### src/rtl/hazard_probe.sv
module hazard_probe #(
  parameter int N_IN   = 8,
  parameter int N_TERM = 8
) (
  input  logic                     clk,
  input  logic                     rst_n,
  input  logic [N_TERM-1:0]        cfg_use,
  input  logic [N_TERM*N_IN-1:0]   cfg_care,
  input  logic [N_TERM*N_IN-1:0]   cfg_pol,
  input  logic                     start,
  input  logic [N_IN-1:0]          vec_a,
  input  logic [N_IN-1:0]          vec_b,
  output logic                     busy,
  output logic                     valid,
  output logic                     f_old,
  output logic                     f_new,
  output logic                     mid_x,
  output logic                     static_haz,
  output logic                     dynamic_haz
);

  typedef enum logic [1:0] {S_IDLE, S_OLD, S_MID, S_NEW} phase_t;
  phase_t phase;

  logic [N_IN-1:0] a_q, b_q;
  logic [N_IN-1:0] cur_v, cur_x;
  logic [N_TERM-1:0] t_zero, t_x, t_one;
  logic ev_one, ev_x;
  logic r_old, r_mid_x;

  always_comb begin
    cur_v = a_q;
    cur_x = '0;
    if (phase == S_MID) cur_x = a_q ^ b_q;
    if (phase == S_NEW) cur_v = b_q;
  end

  for (genvar t = 0; t < N_TERM; t++) begin : g_term
    logic [N_IN-1:0] care, pol;
    assign care     = cfg_care[t*N_IN +: N_IN];
    assign pol      = cfg_pol[t*N_IN +: N_IN];
    assign t_zero[t] = ~cfg_use[t] | (|(care & ~cur_x & (cur_v ^ pol)));
    assign t_x[t]    = ~t_zero[t] & (|(care & cur_x));
    assign t_one[t]  = ~t_zero[t] & ~t_x[t];
  end

  assign ev_one = |t_one;
  assign ev_x   = ~ev_one & (|t_x);
  assign busy   = (phase != S_IDLE);

  always_ff @(posedge clk) begin
    if (!rst_n) begin
      phase       <= S_IDLE;
      a_q         <= '0;
      b_q         <= '0;
      r_old       <= 1'b0;
      r_mid_x     <= 1'b0;
      valid       <= 1'b0;
      f_old       <= 1'b0;
      f_new       <= 1'b0;
      mid_x       <= 1'b0;
      static_haz  <= 1'b0;
      dynamic_haz <= 1'b0;
    end else begin
      valid       <= 1'b0;
      static_haz  <= 1'b0;
      dynamic_haz <= 1'b0;
      case (phase)
        S_IDLE: if (start) begin
          a_q   <= vec_a;
          b_q   <= vec_b;
          phase <= S_OLD;
        end
        S_OLD: begin
          r_old <= ev_one;
          phase <= S_MID;
        end
        S_MID: begin
          r_mid_x <= ev_x;
          phase   <= S_NEW;
        end
        default: begin
          valid       <= 1'b1;
          f_old       <= r_old;
          f_new       <= ev_one;
          mid_x       <= r_mid_x;
          static_haz  <= r_mid_x & (r_old == ev_one);
          dynamic_haz <= r_mid_x & (r_old != ev_one);
          phase       <= S_IDLE;
        end
      endcase
    end
  end

  assert_valid_pulse_R3: assert property (@(posedge clk) disable iff (!rst_n)
    valid |=> !valid);
  assert_valid_after_busy_R3: assert property (@(posedge clk) disable iff (!rst_n)
    valid |-> $past(busy) && !busy);
  assert_busy_holds_R3: assert property (@(posedge clk) disable iff (!rst_n)
    $rose(busy) |=> busy);
  assert_static_equal_R7: assert property (@(posedge clk) disable iff (!rst_n)
    static_haz |-> (f_old == f_new) && mid_x);
  assert_dynamic_differ_R8: assert property (@(posedge clk) disable iff (!rst_n)
    dynamic_haz |-> (f_old != f_new) && mid_x);
  assert_flags_gated_R10: assert property (@(posedge clk) disable iff (!rst_n)
    !valid |-> !static_haz && !dynamic_haz);

endmodule

### config.mk
export PLATFORM = sky130hd
export DESIGN_NAME = hazard_probe
export DESIGN_NICKNAME = d
export VERILOG_FILES = /design/src/rtl/hazard_probe.sv
export SDC_FILE = /design/constraint.sdc
export NUM_CORES = 1
export LEC_CHECK = 0
export ABC_AREA = 1
export BUFFER_PORTS_ARGS = -buffer_cell sky130_fd_sc_hd__buf_4
export CAP_MARGIN = 30
export CORE_UTILIZATION = 44
export DETAILED_ROUTE_END_ITERATION = 10
export PLACE_DENSITY_LB_ADDON = 0.2
export SYNTH_ARGS = -nofsm -noshare
export SYNTH_HDL_FRONTEND = slang
export SYNTH_SLANG_ARGS = --single-unit
export TNS_END_PERCENT = 10
### constraint.sdc
create_clock -name clk -period 2 [get_ports clk]
set_input_delay 0.1 -clock clk [delete_from_list [all_inputs] [get_ports clk]]
set_output_delay 0.1 -clock clk [all_outputs]
set_load 0.005 [all_outputs]
=== Word-level counts from Yosys, hierarchy flattened ===
Index checks and enable logic that the tools add are counted.

* Equality and inequality tests: 6
* Muxes and demuxes: 5
* Bitwise logic cells: 87
* Reductions and logical operators: 23

{| class="wikitable"
|+ Operator list
! operator !! number
|-
| $and 8x8->8 || 24
|-
| $reduce_or 8->1 || 18
|-
| $xor 8x8->8 || 9
|-
| $not 1->1 || 26
|-
| $and 1x1->1 || 19
|-
| $mux 8 || 2
|-
| $not 8->8 || 1
|-
| $or 1x1->1 || 8
|-
| $pmux 2 s3 || 1
|-
| $eq 2x2->1 const B || 2
|-
| $reduce_or 4->1 || 1
|-
| $reduce_or 3->1 || 1
|-
| $eq 2x1->1 const B || 1
|-
| $logic_not 2->1 || 1
|-
| $mux 2 || 1
|-
| $ne 2x2->1 const B || 1
|-
| $reduce_and 2->1 || 1
|-
| $reduce_bool 2->1 || 1
|-
| $eq 1x1->1 || 1
|-
| $mux 1 || 1
|-
| $ne 1x1->1 || 1
|}

* Register bits: 26
* Input bits: 155
* Logic and storage cells: 132

=== Logic depth before layout (Yosys ltp) ===
* Word-level depth: 14
* Gate-level depth with buffers: 17
* Mapped depth without buffers: 17

=== Worst setup path before layout ===
No wires, ideal clock.

* Path kind: reg-to-reg
* From: register phase[0]
* To: register dynamic_haz
* Data arrival time: 1909 ps
* Required time: 1886 ps
* Slack: -24 ps
* Cell stages (with the launch flop): 18
* Buffers on the path: 1
* Clock period less this slack: 2024 ps
* Path through: dfxtp_1 inv_1 ha_1 buf_4 nand3_1 clkinv_1 nand2_1 nand2_1 inv_1 nand2_1 nor2_1 nand3_1 nand2_1 nor2_2 nand2_2 nand2_1 nand2_1 nor2_1

* Longest elaborated chain between the ends: 14
* Elaborated cells on any way between the ends: 99
* Those cells by class: eq/ne (4); mux (2); bitwise (74); reduce/logical (19)

{| class="wikitable"
|+ RTL lines
! element !! RTL line !! RTL
|-
| start: declaration || 23 || <nowiki>phase_t phase;</nowiki>
|-
| start signal: assignment || 53 || <nowiki>phase <= S_IDLE;</nowiki>
|-
| start signal: assignment || 72 || <nowiki>phase <= S_OLD;</nowiki>
|-
| start signal: assignment || 76 || <nowiki>phase <= S_MID;</nowiki>
|-
| $eq 2x2->1 || 34, 68 ||
|-
| $mux 8 || 34 || <nowiki>if (phase == S_MID) cur_x = a_q ^ b_q;</nowiki>
|-
| $not 8->8 || 42 || <nowiki>assign t_zero[t] = ~cfg_use[t] | (|(care & ~cur_x & (cur_v ^ pol)));</nowiki>
|-
| $and 8x8->8 (2 in a row) || 42 ||
|-
| $reduce_or 8->1 || 42 ||
|-
| $or 1x1->1 || 42 ||
|-
| $not 1->1 || 43, 44 ||
|-
| $and 1x1->1 || 43 || <nowiki>assign t_x[t] = ~t_zero[t] & (|(care & cur_x));</nowiki>
|-
| $not 1->1 || 44 || <nowiki>assign t_one[t] = ~t_zero[t] & ~t_x[t];</nowiki>
|-
| $and 1x1->1 || 44 ||
|-
| $reduce_or 8->1 || 47 || <nowiki>assign ev_one = |t_one;</nowiki>
|-
| $ne 1x1->1 || 88 || <nowiki>dynamic_haz <= r_mid_x & (r_old != ev_one);</nowiki>
|-
| $and 1x1->1 || 88 ||
|-
| end signal: assignment || 88 ||
|-
| end: declaration || 19 || <nowiki>output logic dynamic_haz</nowiki>
|}

Several ways; a longest one is shown, not always the timed one.
A chain may end at the register's enable or synchronous reset.

=== Worst setup path in the final report ===
* From: register phase[1]
* To: register static_haz

* Longest elaborated chain between the ends: 14
* Elaborated cells on any way between the ends: 99
* Those cells by class: eq/ne (4); mux (2); bitwise (74); reduce/logical (19)

{| class="wikitable"
|+ RTL lines
! element !! RTL line !! RTL
|-
| $eq 2x2->1 || 34, 68 ||
|-
| $mux 8 || 34 ||
|-
| $not 8->8 || 42 ||
|-
| $and 8x8->8 (2 in a row) || 42 ||
|-
| $reduce_or 8->1 || 42 ||
|-
| $or 1x1->1 || 42 ||
|-
| $not 1->1 || 43, 44 ||
|-
| $and 1x1->1 || 43 ||
|-
| $not 1->1 || 44 ||
|-
| $and 1x1->1 || 44 ||
|-
| $reduce_or 8->1 || 47 ||
|-
| $eq 1x1->1 || 87 || <nowiki>static_haz <= r_mid_x & (r_old == ev_one);</nowiki>
|-
| $and 1x1->1 || 87 ||
|-
| end signal: assignment || 87 ||
|-
| end: declaration || 18 || <nowiki>output logic static_haz,</nowiki>
|}

Several ways; a longest one is shown, not always the timed one.

==> run metrics <==
DR vias=5339; Sum Neg Setup Slack=-1.24 ns; final WL=15.7 mm; first-pass GRT wire length=23.6 mm; total CTS buffers=3; top sig layer=met4; # IOs=162; largest net degree at the start of global routing=32; largest area contributor in the synthesized netlist=nand2_1; Num Clock Sinks=26; Met3 Routed Length=1.31 mm; # hold bufs at CTS=0; unrepaired setup endpoints after global routing=true; initial DRC count=396; share of layout cells above drive strength 1=0.334; core area=0.00769 mm^2; initial antenna violation count=0; Synth Register Bits=26; failing checks=setup timing; Max Slew Vio Count=0; post-synthesis async set-or-reset flop share=0; Die Span Y=90.9 um; Port Buf Inserts=161; grt total ovfl=0; final worst slack=-0.381 ns; TritonRoute pass-1 iters=5; Max-slew headroom=0.787; syn nets=824; final period utilization=1.19; dpl cells=952; # DRC=0; H-tree depth=1; worst-path cell chain=ha_4 -> buf_6 -> buf_6 -> nand2_4 -> buf_4 -> nand3_1 -> nand2_1 -> nand2_1 -> nand3_2 -> nor2_2 -> nand3_1 -> nand2_1 -> nor2_2 -> buf_4 -> nand3_1 -> nand2_1 -> nor2_1; crit path max fanout=4; slowest CP cell=dfxtp_4; CTS tree=done; endpoints failing hold=0; final worst clock skew=0.00239 ns; Die ar.=0.00826 mm^2; worst path arrival time=2.56 ns; Netlist cell types=25; crit path capture type=flip-flop; minimum clock period=2.38 ns; Worst-Skew Late Latency=0.27 ns; CP Launch Type=flip-flop; Diodes inserted=0; required time of the critical path=2.18 ns; drt via density=5.52; post-synthesis cell area=0.00347 mm^2; clock root cell=clkbuf_8; Reg2Reg Setup Slack=-0.38 ns; Avg Cell Area, Syn=5.23 um^2; sequential share of the synthesized area=0.150; Post-synth EDFFs=0; max cap viols=0; WL/cell=16.2 um; worst hold slack=0.0753 ns; fmax=420 MHz; synth cell count leaders=nand2_1, nor2_1, inv_1; Hold Path Class=input pin to flip-flop; worst vdd ir=1.12 mV; Final nets=1026; total power=5120 uW; CP top delay family=simple AND/OR/NAND/NOR gates; post-synthesis cell count=664; Initial Utilization=0.452; Post-Layout Cell Count=967; critical path's largest stage delay=0.42 ns; Die X-Extent=90.9 um; Syn. warnings=0; Final setup viols=5; Most used DFF post-synth=dfxtp_1; PD cells=905 mW/mm^2; status=finished with violations; count leader, synth=nand2_1; Clock Tree Buf Depth=2; Syn-to-layout area delta=62.9%; kind of critical path=flip-flop to flip-flop; met2 wire length=7.36 mm; Leak Pwr=0.00299 uW; hpwl dp=11.6 mm; number of global-route vias before repair=4828; Clock transition at path regs=0.09 ns; total track usage=0.355; routability cong.=0.939; Area contributors post-synth=nand2_1, dfxtp_1, nor2_1; CP Buf/Inv Count=4; antenna viol nets, final=0; Metal-1 WL=6.44 mm; Rows=32; Crit path top cell by count=nand2_1; top cell type's share of synthesized area=0.253; Worst-Margin Slew=0.320 ns
[logic make-up (layout without fill, tap and decap cells)]
| kind of cell | Yosys count | in the layout | synth area share |
|---|---|---|---|
| AO/OA/AOI/OAI | 51 | 51 | 0.0814 |
| flip-flops | 26 | 26 | 0.150 |
| XOR/XNOR | 18 | 18 | 0.0454 |
| AND/OR/NAND/NOR | 472 | 473 | 0.601 |
| buffers and inverters | 92 | 292 | 0.104 |
| adder cells (fa/ha/maj) | 5 | 5 | 0.0180 |
[through the flow]
| step | cell area, um^2 | utilization | setup slack (ns) |
|---|---|---|---|
| floorplan | 3480 | - | 0.0213 |
| global placement | 5100 | 0.663 | -0.279 |
| detailed placement | 5100 | 0.663 | -0.350 |
| CTS | 5560 | 0.723 | -0.0927 |
| global route | 5660 | 0.736 | -0.438 |
| finish | 5660 | 0.736 | -0.381 |
[routing by layer]
layer / vias up / global-route usage
li1: 2523 / -
met1: 2415 / 0.467
met2: 345 / 0.604
met3: 56 / 0.0286
met4: 0 / 0.124
met5: - / 0
[final timing paths]
check	startpoint	endpoint	cells after the start
min reg2reg	b_q[5]$_SDFFE_PN0P_	b_q[5]$_SDFFE_PN0P_	2
max reg2reg	phase[1]$_SDFFE_PN0P_	static_haz$_SDFF_PP0_	17
max	phase[1]$_SDFFE_PN0P_	static_haz$_SDFF_PP0_	17
min	vec_a[2]	a_q[2]$_SDFFE_PN0P_	3
[layout make-up]
class | count | area [um^2]
clock buffers | 4 | 55.1
fillers | 659 | 2030
inverters | 81 | 315
multi-input cells | 547 | 2930
flip-flops and latches | 26 | 529
well taps | 102 | 128
repair buffers | 207 | 1710
[flip-flops by register name, indices dropped and copies added, names as in the netlist]
name and count:
valid 1, r_mid_x 1, r_old 1, static_haz 1, mid_x 1, f_new 1
b_q 8, dynamic_haz 1, f_old 1, phase 2, a_q 8
[layout by cell type, fill, tap and decap left out, types with 20 or more instances in the layout]
cell type  count
nand3_1       31
nand4_1       36
inv_1         75
buf_4        186
dfxtp_1       23
nor2_1        92
o21ai_0       24
nand2_1      220
a21oi_1       20
nand3b_1      32
[what timing repair did]
item                       4_1_cts  5_1_grt
pin swaps                       39       16
setup endpoints to repair        5        5
cloned                           3        0
setup buffers                    8        0
gates resized for setup         79       28
[where the power goes]
part	internal (uW)	switching, uW	leakage (uW)
Sequential	677	201	0.000215
Combinational	1640	2270	0.00274
Clock	176	162	0.0000288
Total	2490	2630	0.00299
[tightest hold or removal path: cells and delay by family]
family | cells | cell delay [ns]
compound gates | 1 | 0.07
buf+inv | 1 | 0.07
simple gates | 1 | 0.07
Power figures use the tool's default switching activity.
